File: src/rtl/irq_route_pkg.sv
// Package: shared types and address decode for the interrupt routing matrix.
// Assumes route registers occupy addresses 0..NUM_OUT-1, followed by the
// mask, then the status word; everything above is unmapped.
package irq_route_pkg;

    typedef enum logic [1:0] {
        KIND_ROUTE = 2'd0,
        KIND_MASK  = 2'd1,
        KIND_STAT  = 2'd2,
        KIND_NONE  = 2'd3
    } reg_kind_e;

    // Classify a register address for a matrix with n outputs.
    function automatic reg_kind_e decode_addr(input int unsigned a, input int unsigned n);
        if (a < n)
            return KIND_ROUTE;
        else if (a == n)
            return KIND_MASK;
        else if (a == n + 1)
            return KIND_STAT;
        else
            return KIND_NONE;
    endfunction

endpackage

File: src/rtl/irq_cfg_regs.sv
// Module: configuration storage for the routing matrix. Holds one route
// word per output and the output enable mask, and returns registered read
// data. Assumes writes are single-cycle strobes and reads have one cycle
// of latency. The status word is the raw source level at the read edge.
module irq_cfg_regs
    import irq_route_pkg::*;
#(
    parameter int SRC_W   = 32,
    parameter int NUM_OUT = 6,
    parameter int ADDR_W  = 4
) (
    input  logic                            clk,
    input  logic                            rst_n,
    input  logic                            we,
    input  logic [ADDR_W-1:0]               addr,
    input  logic [SRC_W-1:0]                wdata,
    input  logic [SRC_W-1:0]                src,
    output logic [SRC_W-1:0]                rdata,
    output logic [NUM_OUT-1:0][SRC_W-1:0]   route,
    output logic [NUM_OUT-1:0]              enable
);
    localparam int IDX_W = (NUM_OUT > 1) ? $clog2(NUM_OUT) : 1;
    localparam int PAD_W = SRC_W - NUM_OUT;

    reg_kind_e kind;
    logic [IDX_W-1:0] idx;

    // Classify the current address once for writes and reads.
    always_comb begin
        kind = decode_addr(32'(addr), NUM_OUT);
        idx  = addr[IDX_W-1:0];
    end

    genvar g;
    generate
        for (g = 0; g < NUM_OUT; g++) begin : g_route
            localparam logic [ADDR_W-1:0] MY_ADDR = ADDR_W'(g);
            // Store the route word for output g when its address is written.
            always_ff @(posedge clk) begin
                if (!rst_n)
                    route[g] <= '0;
                else if (we && addr == MY_ADDR)
                    route[g] <= wdata;
            end
        end
    endgenerate

    // Store the enable mask from the low write-data bits.
    always_ff @(posedge clk) begin
        if (!rst_n)
            enable <= '0;
        else if (we && kind == KIND_MASK)
            enable <= wdata[NUM_OUT-1:0];
    end

    // Register read data selected by the address.
    always_ff @(posedge clk) begin
        if (!rst_n)
            rdata <= '0;
        else begin
            case (kind)
                KIND_ROUTE: rdata <= route[idx];
                KIND_MASK:  rdata <= {{PAD_W{1'b0}}, enable};
                KIND_STAT:  rdata <= src;
                default:    rdata <= '0;
            endcase
        end
    end

endmodule

File: src/rtl/irq_route_lane.sv
// Module: one output lane of the matrix. Reduces the sources selected by
// its route word to one request, gates that request by the lane enable and
// registers the result. Assumes sources are level-sensitive, so no edge
// capture is kept.
module irq_route_lane #(
    parameter int SRC_W = 32
) (
    input  logic             clk,
    input  logic             rst_n,
    input  logic [SRC_W-1:0] src,
    input  logic [SRC_W-1:0] route,
    input  logic             enable,
    output logic             irq
);
    logic hit;

    // Any routed source that is currently high.
    always_comb hit = |(src & route);

    // Register the gated request for the processor input.
    always_ff @(posedge clk) begin
        if (!rst_n)
            irq <= 1'b0;
        else
            irq <= hit & enable;
    end

endmodule

File: src/rtl/irq_route_matrix.sv
// Module: top of the interrupt routing matrix. Connects the configuration
// registers to one lane per processor interrupt input. Assumes software
// handles priority; the block only routes, gates and registers levels.
module irq_route_matrix #(
    parameter int SRC_W   = 32,
    parameter int NUM_OUT = 6,
    parameter int ADDR_W  = 4
) (
    input  logic               clk,
    input  logic               rst_n,
    input  logic [SRC_W-1:0]   src_irq,
    input  logic               cfg_we,
    input  logic [ADDR_W-1:0]  cfg_addr,
    input  logic [SRC_W-1:0]   cfg_wdata,
    output logic [SRC_W-1:0]   cfg_rdata,
    output logic [NUM_OUT-1:0] cpu_irq
);
    logic [NUM_OUT-1:0][SRC_W-1:0] route_q;
    logic [NUM_OUT-1:0]            mask_q;

    irq_cfg_regs #(
        .SRC_W  (SRC_W),
        .NUM_OUT(NUM_OUT),
        .ADDR_W (ADDR_W)
    ) cfg_i (
        .clk   (clk),
        .rst_n (rst_n),
        .we    (cfg_we),
        .addr  (cfg_addr),
        .wdata (cfg_wdata),
        .src   (src_irq),
        .rdata (cfg_rdata),
        .route (route_q),
        .enable(mask_q)
    );

    genvar k;
    generate
        for (k = 0; k < NUM_OUT; k++) begin : g_lane
            irq_route_lane #(
                .SRC_W(SRC_W)
            ) lane_i (
                .clk   (clk),
                .rst_n (rst_n),
                .src   (src_irq),
                .route (route_q[k]),
                .enable(mask_q[k]),
                .irq   (cpu_irq[k])
            );
        end
    endgenerate

endmodule

File: config.mk
export PLATFORM = sky130hd
export DESIGN_NAME = irq_route_matrix
export DESIGN_NICKNAME = d
export VERILOG_FILES = /design/src/rtl/irq_route_pkg.sv /design/src/rtl/irq_cfg_regs.sv /design/src/rtl/irq_route_lane.sv /design/src/rtl/irq_route_matrix.sv
export SDC_FILE = /design/constraint.sdc
export NUM_CORES = 1
export LEC_CHECK = 0
export BUFFER_PORTS_ARGS = -buffer_cell sky130_fd_sc_hd__buf_2
export CAP_MARGIN = 0
export CORE_ASPECT_RATIO = 1.2
export CORE_MARGIN = 2
export CORE_UTILIZATION = 55
export DETAILED_ROUTE_END_ITERATION = 10
export GPL_TIMING_DRIVEN = 0
export PLACE_DENSITY = 0.79
export SLEW_MARGIN = 20
export SYNTH_ARGS = -nofsm -noshare
export SYNTH_HDL_FRONTEND = slang
export SYNTH_HIERARCHICAL = 1
export SYNTH_SLANG_ARGS = --single-unit
File: constraint.sdc
create_clock -name clk -period 2.15 [get_ports clk]
set_clock_uncertainty 0.1 [all_clocks]
set_input_delay 0.43 -clock clk [delete_from_list [all_inputs] [get_ports clk]]
set_output_delay 0.43 -clock clk [all_outputs]
set_load 0.05 [all_outputs]
## After elaboration in Yosys (flattened, before gate mapping)

Index checks and enable logic that the tools add are counted.

- Register bits: 236

- $lt $le $gt $ge: 2
- Eq/ne operators: 9
- Multiplexer cells: 6
- Bitwise logic cells: 12
- Reduce and logical (&&, ||, !) cells: 15

Operators by type and width:

| kind | count |
|---|---|
| $and A32 B32 Y32 | 6 |
| $reduce_or A32 Y1 | 6 |
| $bmux W32 S3 | 1 |
| $pmux W32 S3 | 1 |
| $mux W32 | 1 |
| $eq A4 B3 Y1 const B | 4 |
| $eq A4 B2 Y1 const B | 2 |
| $logic_and A1 B1 Y1 | 7 |
| $and A1 B1 Y1 | 6 |
| $eq A4 B1 Y1 const B | 1 |
| $logic_not A4 Y1 | 1 |
| $lt A3 B4 Y1 const B | 1 |
| $lt A4 B3 Y1 const B | 1 |
| $mux W2 | 2 |
| $eq A2 B1 Y1 const B | 1 |
| $eq A2 B2 Y1 const B | 1 |
| $logic_not A2 Y1 | 1 |
| $mux W1 | 1 |

## Longest topological paths before layout

- Word-level depth: 6
- Gate-level depth with buffers: 7

## Hierarchy

The synthesis kept the hierarchy.

By module, submodules not included:

| module | instances | cells an instance | area each (sq um) |
|---|---|---|---|
| irq_cfg_regs | 1 | 1167 | 10109.7 |
| irq_route_lane | 6 | 21 | 203.9 |

## Worst setup path after synthesis

OpenSTA, ideal clock, no wires.

- Kind: input port to flip-flop
- Start point: input cfg_addr[0]
- End point: register cfg_i/route[10] in the netlist's numbering
- Arrival: 1437 ps
- Data required time: 1918 ps
- Setup slack: 481 ps
- Cell stages on the path: 6
- Path buffers: 3
- Cell sequence: buf_2 or3b_1 buf_2 clkbuf_2 o21ai_0 a21oi_1

- Cells in the longest elaborated chain, start to end: 2

RTL lines:

| element | line | RTL |
|---|---|---|
| start: declaration | irq_route_matrix.sv:13 | `input logic [ADDR_W-1:0] cfg_addr,` |
| $logic_not A4 Y1 | irq_cfg_regs.sv:42 | `else if (we && addr == MY_ADDR)` |
| $logic_and A1 B1 Y1 | irq_cfg_regs.sv:42 |  |
| end signal: indexed assignment | irq_cfg_regs.sv:43 | `route[g] <= wdata;` |
| end: declaration | irq_cfg_regs.sv:19 | `output logic [NUM_OUT-1:0][SRC_W-1:0] route,` |

No other way between the ends.
A chain may end at the register's enable or synchronous reset.

## Worst setup path after layout

- Start point: input cfg_we
- End point: register cfg_i/route[104] in the netlist's numbering

- Cells in the longest elaborated chain, start to end: 1

RTL lines:

| element | line | RTL |
|---|---|---|
| start: declaration | irq_route_matrix.sv:12 | `input logic cfg_we,` |
| $logic_and A1 B1 Y1 | irq_cfg_regs.sv:42 |  |

No other way between the ends.

==> results.toml <==
[floorplanning]
die_x_um = 135
start_util = 0.560
die_y_um = 161
core-area_mm2 = 0.0203
ios = 109
die_area_mm2 = 0.0218
rows = 57

[route]
initialDrtViolationCount = 2235
wire_per_inst_um = 29.4
ant_nets = 0
viasPerCell = 7.36
wl_um = 50300
vias = 12570
drc = 0
firstDrtPassIters = 6

[power_and_ir_drop]
combPwrFrac = 0.106
p_int_uw = 7430
ir_drop_uv = 658
cellLeakagePower_uw = 0.00462
power.switching_uw = 2740
sw_frac_of_total = 0.270
sequentialPowerShare = 0.440
clkPwrFrac = 0.454
power_density_mw_per_mm2 = 780

[finish]
fin_area_mm2 = 0.0131
layout_common_cells = "dfxtp_1, a21oi_1, nand3_1, o21ai_0, buf_2"
nets = 1497
layout_commonest_cell = "dfxtp_1"
area_delta_synth_final_pct = 15.2
layout-drive-gt1-share = 0.196

[timing]
tns_ns = 0
fin_crit_ns = 1.94
rsz0062_at_grt = "no"
slew_violations = 0
worstMarginPinSlew_ns = 0.875
hold_viol = 0
setup_viol = 0
max_freq_mhz = 516
period_share = 0.901
worst_slack_ns = 0.213
timing.slew.headroom = 0.415

[yosys]
mappedNetlistArea_mm2 = 0.0113
ys_types = 36
ys_ff_latch = 236
ys_seq_area_frac = 0.417
syn_avg_cell_area_um2 = 8.77
syn_inst = 1293
syn_nets = 1364
ys_warn_count = 6

[clocking]
cts_tree = "built"
numCtsBuffers = 25
clockRootBuffer = "clkbuf_16"
clk_path_buf_depth = 3
cts-htree-levels = 1
path_clk_slew_ns = 0.06
cts_setup_buffers = 0
cts_num_sinks = 236
clock_latency_ns = 0.55
ctsHoldBuffers = 0
cts_resized = 0

[worst_setup_path]
cp.required_ns = 2.52
crit_slowest_cell = "nand3b_1"
crit_fanout = 10
crit_arrival_ns = 2.30
end_kind = "flop"
cp_cell_sequence = "buf_2 -> nand3b_1 -> clkbuf_1 -> o21ai_0 -> a21oi_1"
worstSetupStartpointType = "primary input"
critPathMaxStageDelay_ns = 0.66
worst-setup-path-type = "in2reg"

[min_path]
hold_class = "in2reg"

[grt]
antenna_found_initial = 1
track_usage = 0.452
grt_remaining_overflow = 0
first_global_vias = 11510
grt_max_degree = 15
grt_pass1_wl_um = 72800

[outcome]
outcome = "finished clean"

[placement]
place_ws_ns = -0.149
port-buffer-count = 106
place.gp.congestion = 1.06
dp_hpwl_um = 35900
place_area_mm2 = 0.0122

[flow_run]
maxCapViolations = 0
==> sequential cells by signal, indices dropped and copies added, names as in the netlist <==
register           cells
cfg_i/enable           6
g_lane.lane_i/irq      6
cfg_i/route          192
cfg_i/rdata           32
==> logic make-up after synthesis <==
group / Yosys count / synth area share
AO/OA/AOI/OAI: 582 / 0.316
buffers and inverters: 137 / 0.0596
flip-flops: 236 / 0.417
multiplexers: 96 / 0.0943
AND/OR/NAND/NOR: 242 / 0.113
==> through the flow <==
stage          hold slack (ns)  std cells  utilization  power (µW)
2_1_floorplan            0.337       1293            -        5060
3_3_place_gp             0.375       1664        0.602        5560
3_5_place_dp             0.383       1664        0.602        5570
4_1_cts                 0.0958       1708        0.644       10100
5_1_grt                  0.123       1708        0.644       10300
6_report                 0.101       1709        0.644       10200
==> worst paths after layout <==
check                         from                    to  slack [ns]  depth (start not counted)
hold reg to reg   cfg_i/route[159]      cfg_i/route[159]        0.39                          2
hold / removal       cfg_wdata[31]      cfg_i/route[191]        0.10                          3
setup / recovery            cfg_we      cfg_i/route[104]        0.21                          5
setup reg to reg  cfg_i/route[172]  g_lane[5].lane_i/irq        0.31                          4
==> power by group through the flow <==
stage	registers (µW)	logic, µW	clock network, µW
floorplan	4570	487	0
global placement	4570	991	0
detailed placement	4570	1000	0
CTS	4470	1010	4580
global route	4480	1090	4760
finish	4480	1080	4620
==> cell usage after synthesis, drive strengths merged <==
| cell | instances | share of area |
|---|---|---|
| nand4 | 18 | 0.0099 |
| o221ai | 6 | 0.0046 |
| a21oi | 224 | 0.099 |
| mux4 | 6 | 0.012 |
| buf | 67 | 0.035 |
| clkbuf | 68 | 0.024 |
| mux2 | 26 | 0.026 |
| a22o | 24 | 0.019 |
| o22a | 26 | 0.020 |
| nand2 | 6 | 0.0020 |
| nor2b | 2 | 0.0011 |
| nand3 | 200 | 0.088 |
| nand4bb | 1 | 0.00099 |
| a221oi | 24 | 0.032 |
| inv | 2 | 0.00066 |
| and3b | 2 | 0.0015 |
| o21ai | 198 | 0.087 |
| nand3b | 2 | 0.0013 |
| mux2i | 64 | 0.057 |
| or2 | 2 | 0.0011 |
| nor2 | 1 | 0.00099 |
| o311a | 6 | 0.0053 |
| dfxtp | 236 | 0.42 |
| or3b | 1 | 0.00077 |
| nor3b | 2 | 0.0018 |
| and4bb | 1 | 0.0011 |
| nand2b | 3 | 0.0017 |
| a22oi | 74 | 0.049 |
| and4b | 1 | 0.00088 |
==> area by class of cell <==
cell class,instances,area (µm²)
Antenna cell,1,2.50
Buffer,135,668
Clock buffer,32,692
Clock inverter,12,164
Fill cell,1777,7200
Inverter,2,7.51
Multi-Input combinational cell,920,5930
Sequential cell,236,4720
Tap cell,265,332
Timing Repair Buffer,106,531
==> critical path: cells and delay by family <==
family | cells | cell delay, ns
and+or+nand+nor | 1 | 0.66
buffers and inverters | 2 | 0.80
AOI/OAI and AO/OA | 2 | 0.41
==> metal layers <==
layer,global-route usage,vias to the layer above,share of wire
li1,-,5219,-
met1,0.549,5833,0.34
met2,0.686,1178,0.43
met3,0.121,340,0.14
met4,0.329,0,0.10
met5,0,-,0
Note: power is estimated with default switching activity, not from simulation.
